`config.mk`:
```
export PLATFORM = sky130hd
export DESIGN_NAME = fixed_ppi_fdc
export DESIGN_NICKNAME = d
export VERILOG_FILES = /design/src/rtl/ppi_fdc_pkg.sv /design/src/rtl/ppi_ctrl.sv /design/src/rtl/ppi_datapath.sv /design/src/rtl/fixed_ppi_fdc.sv
export SDC_FILE = /design/constraint.sdc
export NUM_CORES = 1
export LEC_CHECK = 0
export ABC_AREA = 1
export BUFFER_PORTS_ARGS = -buffer_cell sky130_fd_sc_hd__clkbuf_2
export CAP_MARGIN = 0
export CELL_PAD_IN_SITES_DETAIL_PLACEMENT = 0
export CELL_PAD_IN_SITES_GLOBAL_PLACEMENT = 2
export CORE_UTILIZATION = 24
export CTS_BUF_LIST = sky130_fd_sc_hd__clkbuf_16
export CTS_CLUSTER_SIZE = 24
export DETAILED_ROUTE_END_ITERATION = 6
export PLACE_DENSITY = 0.91
export SETUP_SLACK_MARGIN = 0.5
export SKIP_CTS_REPAIR_TIMING = 1
export SYNTH_ARGS = -nofsm -noshare
export SYNTH_HDL_FRONTEND = slang
export SYNTH_SLANG_ARGS = --single-unit
```
`constraint.sdc`:
```
create_clock -name clk -period 3.4 [get_ports clk]
set_clock_uncertainty 0.2 [all_clocks]
set_input_delay 0.68 -clock clk [delete_from_list [all_inputs] [get_ports clk]]
set_output_delay 0.68 -clock clk [all_outputs]
set_load 0.005 [all_outputs]
```
`src/rtl/ppi_fdc_pkg.sv`:
```
package ppi_fdc_pkg;
  localparam int DATA_W    = 8;
  localparam int ADDR_W    = 2;
  localparam int NUM_DRV   = 2;
  localparam int SEL_W     = (NUM_DRV > 1) ? $clog2(NUM_DRV) : 1;
  localparam logic [DATA_W-1:0] MODE_WORD = 8'h92;

  // output-port bit positions, decoded by the floppy controller
  localparam int BIT_TC    = 0;
  localparam int BIT_RDY   = 1;
  localparam int BIT_IE    = 2;
  localparam int BIT_SEL0  = 3;
  localparam int BIT_MOT   = 5;
  localparam int BIT_PRE   = 6;
  localparam int BIT_RES   = 7;

  typedef enum logic [ADDR_W-1:0] {
    ADDR_SWA  = 2'd0,
    ADDR_SWB  = 2'd1,
    ADDR_OUT  = 2'd2,
    ADDR_MODE = 2'd3
  } ppiAddr_t;

  typedef struct packed {
    logic              wrOut;
    logic              wrModeOk;
    logic              wrModeBad;
    logic [DATA_W-1:0] data;
  } ppiStrobes_t;
endpackage

```
`src/rtl/ppi_ctrl.sv`:
```
module ppi_ctrl
  import ppi_fdc_pkg::*;
(
  input  logic              busWrEn,
  input  logic [ADDR_W-1:0] busAddr,
  input  logic [DATA_W-1:0] busWrData,
  output ppiStrobes_t       stb
);
  logic isMode;
  logic isOut;

  always_comb begin
    isOut         = (busAddr == ADDR_OUT);
    isMode        = (busAddr == ADDR_MODE);
    stb.data      = busWrData;
    stb.wrOut     = busWrEn && isOut;
    stb.wrModeOk  = busWrEn && isMode && (busWrData == MODE_WORD);
    stb.wrModeBad = busWrEn && isMode && (busWrData != MODE_WORD);
  end
endmodule

```
`src/rtl/ppi_datapath.sv`:
```
module ppi_datapath
  import ppi_fdc_pkg::*;
(
  input  logic              clk,
  input  logic              rstN,
  input  ppiStrobes_t       stb,
  input  logic              busRdEn,
  input  logic [ADDR_W-1:0] busAddr,
  input  logic [DATA_W-1:0] switchA,
  input  logic [DATA_W-1:0] switchB,
  output logic [DATA_W-1:0] busRdData,
  output logic              modeErr,
  output logic              finishPulse,
  output logic              abortPulse,
  output logic              fdcResetPulse,
  output logic              fdcIntEn,
  output logic [SEL_W-1:0]  driveSel,
  output logic              motorN,
  output logic              precompN
);
  logic [DATA_W-1:0] modeReg;
  logic [DATA_W-1:0] outLatch;

  always_ff @(posedge clk) begin
    if (!rstN) begin
      modeReg       <= '0;
      outLatch      <= '0;
      modeErr       <= 1'b0;
      finishPulse   <= 1'b0;
      abortPulse    <= 1'b0;
      fdcResetPulse <= 1'b0;
    end else begin
      if (stb.wrModeOk) begin
        modeReg <= stb.data;
        modeErr <= 1'b0;
      end else if (stb.wrModeBad) begin
        modeErr <= 1'b1;
      end
      if (stb.wrOut) outLatch <= stb.data;
      finishPulse   <= stb.wrOut &&  stb.data[BIT_TC];
      abortPulse    <= stb.wrOut && !stb.data[BIT_RDY];
      fdcResetPulse <= stb.wrOut &&  stb.data[BIT_RES];
    end
  end

  // lowest-numbered active-low select wins; none selected gives 0
  always_comb begin
    driveSel = '0;
    for (int d = NUM_DRV - 1; d >= 0; d--) begin
      if (!outLatch[BIT_SEL0 + d]) driveSel = SEL_W'(d);
    end
  end

  assign fdcIntEn = outLatch[BIT_IE];
  assign motorN   = outLatch[BIT_MOT];
  assign precompN = outLatch[BIT_PRE];

  always_comb begin
    busRdData = '0;
    if (busRdEn) begin
      case (busAddr)
        ADDR_SWA:  busRdData = switchA;
        ADDR_SWB:  busRdData = switchB;
        ADDR_OUT:  busRdData = outLatch;
        default:   busRdData = modeReg;
      endcase
    end
  end
endmodule

```
`src/rtl/fixed_ppi_fdc.sv`:
```
module fixed_ppi_fdc
  import ppi_fdc_pkg::*;
(
  input  logic              clk,
  input  logic              rstN,
  input  logic [ADDR_W-1:0] busAddr,
  input  logic              busWrEn,
  input  logic [DATA_W-1:0] busWrData,
  input  logic              busRdEn,
  output logic [DATA_W-1:0] busRdData,
  input  logic [DATA_W-1:0] switchA,
  input  logic [DATA_W-1:0] switchB,
  output logic              modeErr,
  output logic              finishPulse,
  output logic              abortPulse,
  output logic              fdcResetPulse,
  output logic              fdcIntEn,
  output logic [SEL_W-1:0]  driveSel,
  output logic              motorN,
  output logic              precompN
);
  ppiStrobes_t stb;

  ppi_ctrl ctrl_i (
    .busWrEn   (busWrEn),
    .busAddr   (busAddr),
    .busWrData (busWrData),
    .stb       (stb)
  );

  ppi_datapath dp_i (
    .clk           (clk),
    .rstN          (rstN),
    .stb           (stb),
    .busRdEn       (busRdEn),
    .busAddr       (busAddr),
    .switchA       (switchA),
    .switchB       (switchB),
    .busRdData     (busRdData),
    .modeErr       (modeErr),
    .finishPulse   (finishPulse),
    .abortPulse    (abortPulse),
    .fdcResetPulse (fdcResetPulse),
    .fdcIntEn      (fdcIntEn),
    .driveSel      (driveSel),
    .motorN        (motorN),
    .precompN      (precompN)
  );
endmodule

```
After elaboration in Yosys (flattened, before gate mapping)
Cells that the tools add are included.
{"block": "totals", "wordCells": 26, "regBits": 20, "out_inout_bits": 16}
{"block": "classes", "eq_ne": 5, "reduce_logical": 10, "bitwise_logic": 1, "mux": 4}
{"cell": "$pmux 8 s3", "count": 1}
{"cell": "$eq 8x8->1 const B", "count": 1}
{"cell": "$mux 8", "count": 1}
{"cell": "$ne 8x8->1 const B", "count": 1}
{"cell": "$logic_and 1x1->1", "count": 7}
{"cell": "$eq 2x2->1 const B", "count": 2}
{"cell": "$eq 2x1->1 const B", "count": 1}
{"cell": "$logic_not 2->1", "count": 1}
{"cell": "$mux 1", "count": 2}
{"cell": "$reduce_or 2->1", "count": 1}
{"cell": "$logic_not 1->1", "count": 1}
{"cell": "$not 1->1", "count": 1}

Logic depth before layout (Yosys ltp)
{"block": "logic_depth", "depth_word": 4, "mapped_depth": 7, "ltp_nobuf": 6}

By module
A second synthesis with hierarchy kept.
{"block": "hier_totals", "hier_cells": 177, "area_unflattened_um2": 1168.6}
{"mod": "ppi_datapath", "cells_per_inst": 144, "area_per_inst_um2": 1011.0, "instances": 1}
{"mod": "ppi_ctrl", "cells_per_inst": 33, "area_per_inst_um2": 157.7, "instances": 1}

Worst setup path before layout
No wires, ideal clock.
{"block": "synth_timing", "kind": "input to output", "start": "in busAddr[0]", "end": "out busRdData[1]", "t_arrival_ps": 1292, "stages": 6, "path_slack_ps": 1228, "n_path_buf": 1, "path_cell_list": "buf_2 -> nor2_2 -> nand2_1 -> o211ai_1 -> nand2_1 -> inv_1"}
{"block": "synth_via", "elab_chain_cells": 3, "word_cells_on_any_way": 5, "cone_classes": "eq/ne: 2; mux: 2; reduce/logical: 1"}
{"item": "start, declared", "line": "fixed_ppi_fdc.sv:6", "source": "input logic [ADDR_W-1:0] busAddr,"}
{"item": "$eq 2x2->1 (tied with other cells)", "line": "ppi_datapath.sv:61", "source": "case (busAddr)"}
{"item": "$pmux 8 s3 *", "line": "ppi_datapath.sv:61"}
{"item": "$mux 8 *", "line": "ppi_datapath.sv:60", "source": "if (busRdEn) begin"}
{"item": "end, declared", "line": "fixed_ppi_fdc.sv:10", "source": "output logic [DATA_W-1:0] busRdData,"}
Every way passes the cells marked *; elsewhere a longest branch is shown, timed or not.

Worst setup path after layout
{"block": "layout_timing", "start": "in busAddr[1]", "end": "out busRdData[5]"}
Same word-level chain as after synthesis.

==> impl_metrics.tcl <==
set metrics [dict create \
    ys_ff_latch 20 \
    relSlewSlack_pct 68.8 \
    slowest_stage "nor2_2" \
    finalSetupViolCount 0 \
    fin_crit_sh_pct 73.7 \
    fp.dieH_um 65.9 \
    synth_cell_types 17 \
    fillers 437 \
    drv_slew 0 \
    layout_common_cells "clkbuf_2, nand2_1, inv_1" \
    multi_input_area_um2 440 \
    syn_to_final_growth_pct 35.0 \
    r2r_slack_ps 2420 \
    cts-buffers-inserted 3 \
    dpl.hpwl_um 2140 \
    clk_latency_ps 260 \
    wl_met2_um 1160 \
    highest_layer "met4" \
    via_count 1041 \
    antenna_found_initial 0 \
    dieWidth_um 65.9 \
    ant_nets 0 \
    port_buffers 45 \
    setup.worst_path.end "busRdData[5]" \
    fin_area_um2 1320 \
    grt_pass1_wl_um 4280 \
    vdd_drop_max_uv 218 \
    layout.cells.non_filler 245 \
    dieArea_um2 4340 \
    cap_violations 0 \
    cts_max_path_buffers 2 \
    fmax_mhz 399 \
    powerDensity_nw_per_um2 429 \
    start_kind "input port" \
    worst_slack_ps 895 \
    critPathRequiredTime_ps 2520 \
    worst_pin_slew_ps 468 \
    status "finished, final reports clean" \
    dp_slack_ps 875 \
    h-tree-depth 1 \
    critPathArrivalTime_ps 1620 \
    cts-root-buf "clkbuf_16" \
    firstDrtPassIters 4 \
    mostFrequentLayoutCell "clkbuf_2" \
    rr_startpoint "dp_i.modeErr" \
    yosysSeqAreaShare_pct 40.9 \
    nets 228 \
    cp.depth 7 \
    drt-initial-drc-count 27 \
    dp_cells 241 \
    startpoint "busAddr[1]" \
    syn_inst 152 \
    max_stage_delay_ps 310 \
    crit_family "simple AND/OR/NAND/NOR gates" \
    hold_viol 0 \
    path_class "input port to primary output" \
    grt_usage_pct 13.8 \
    routabilityCongestion 0.806 \
    crit_path_cell_trace "clkbuf_2 -> nor2_2 -> nand2_1 -> o211ai_1 -> nand2_1 -> inv_1 -> clkbuf_2" \
    crit_path_max_fanout 13 \
    rr_worst_depth 3 \
    syn_area_um2 978 \
    crit_path_end_kind "primary output" \
    post_dp_cell_area_um2 1240 \
    post-route-util_pct 35.0 \
    cts_num_sinks 20 \
    syn-num-nets 182 \
    grt_max_degree 15 \
    via_per_inst 4.25 \
    first_global_vias 956 \
    synth.avg_cell_area_um2 6.44 \
    r2r-end "dp_i.modeErr" \
    antenna_cells 0 \
    drive_gt1_share_pct 27.9 \
    wl_um 2680 \
    dr_wl_met3_um 197 \
    setup_tns_ps 0 \
    hold_class "register to register" \
    register_area_um2 400 \
    io_pins 46 \
    cts_tree "built" \
    cp_num_buf_inv 3 \
    wl_met1_um 1260 \
    period_needed_ps 2500 \
    core_area_um2 3770 \
    drc 0 \
    start_util_pct 25.9 \
    std_cell_rows 22 \
    p_leak_uw 0.000696 \
    rsz0062_at_grt "no" \
    grt_overflow 0 \
    clk_pin_slew_ps 50 \
    wl_per_cell_um 11.0 \
    yosysWarnings 0 \
]
==> synth_stat cells <==
cell      instances  area [um2]
nand2_1          38         143
inv_1            29         109
dfxtp_1          20         400
a21oi_1          17        85.1
nor2_1           17        63.8
o21ai_0          11        55.1
nand3_1           4        20.0
o211ai_1          4        30.0
buf_2             2        10.0
inv_2             2        7.51
nor2_2            2        12.5
buf_4             1        7.51
clkbuf_1          1        3.75
nand3_2           1        10.0
nor3_2            1        10.0
o21ai_1           1        5.00
or2_2             1        6.26
==> sequential cells by signal (all words and copies together) (netlist names) <==
name,cells
dp_i.abortPulse,1
dp_i.fdcResetPulse,1
dp_i.finishPulse,1
dp_i.modeErr,1
dp_i.modeReg,8
dp_i.outLatch,8
==> layer usage <==
metal,vias to the layer above,track usage [%]
li1,559,-
met1,445,16.4
met2,32,21.9
met3,5,3.79
met4,0,8.15
met5,-,0
==> worst register-to-register path, cell delays in order (launching register included) <==
cell and delay, ps:
dfxtp_1 300, or2_2 280, inv_1 50, nor2_1 40
==> stage by stage <==
step / hold slack [ps] / total power (uW)
final: 236 / 566
after global routing: 263 / 597
after CTS: 240 / 578
after detailed placement: 231 / 327
after global placement: 226 / 327
after floorplan: 216 / 289
==> worst min path at each step <==
stage,to,cells past startpoint,slack [ps],from
after global placement,dp_i.modeReg[3],2,230,dp_i.modeReg[3]
final,dp_i.modeReg[3],2,240,dp_i.modeReg[3]
after floorplan,dp_i.modeReg[3],2,220,dp_i.modeReg[3]
after global routing,dp_i.modeReg[5],2,260,dp_i.modeReg[5]
after detailed placement,dp_i.modeReg[6],2,230,dp_i.modeReg[6]
after CTS,dp_i.modeReg[6],2,240,dp_i.modeReg[6]
==> power by group <==
part	internal (uW)	switching (uW)	leakage, uW	total, uW
clock	157	89.8	0.0000385	247
combinational	33.2	44.5	0.000495	77.7
sequential	240	2.34	0.000162	242
total	430	137	0.000696	566
==> logic make-up (layout without fill, tap and decap cells) <==
group / Yosys count / count (layout) / share of synthesized area, %
flip-flops: 20 / 20 / 40.9
AND/OR/NAND/NOR: 64 / 64 / 27.1
AO/OA/AOI/OAI: 33 / 33 / 17.9
buffers and inverters: 35 / 80 / 14.1
==> area by class of cell <==
type                    count  share of cell area, %
repair buffers             45                   17.0
clock buffers               3                   5.68
multi-input cells          97                   33.3
inverters                  31                   8.81
clock inverters             1                  0.284
well taps                  48                   4.55
flip-flops and latches     20                   30.3
Note: power is estimated with default switching activity, not from simulation.
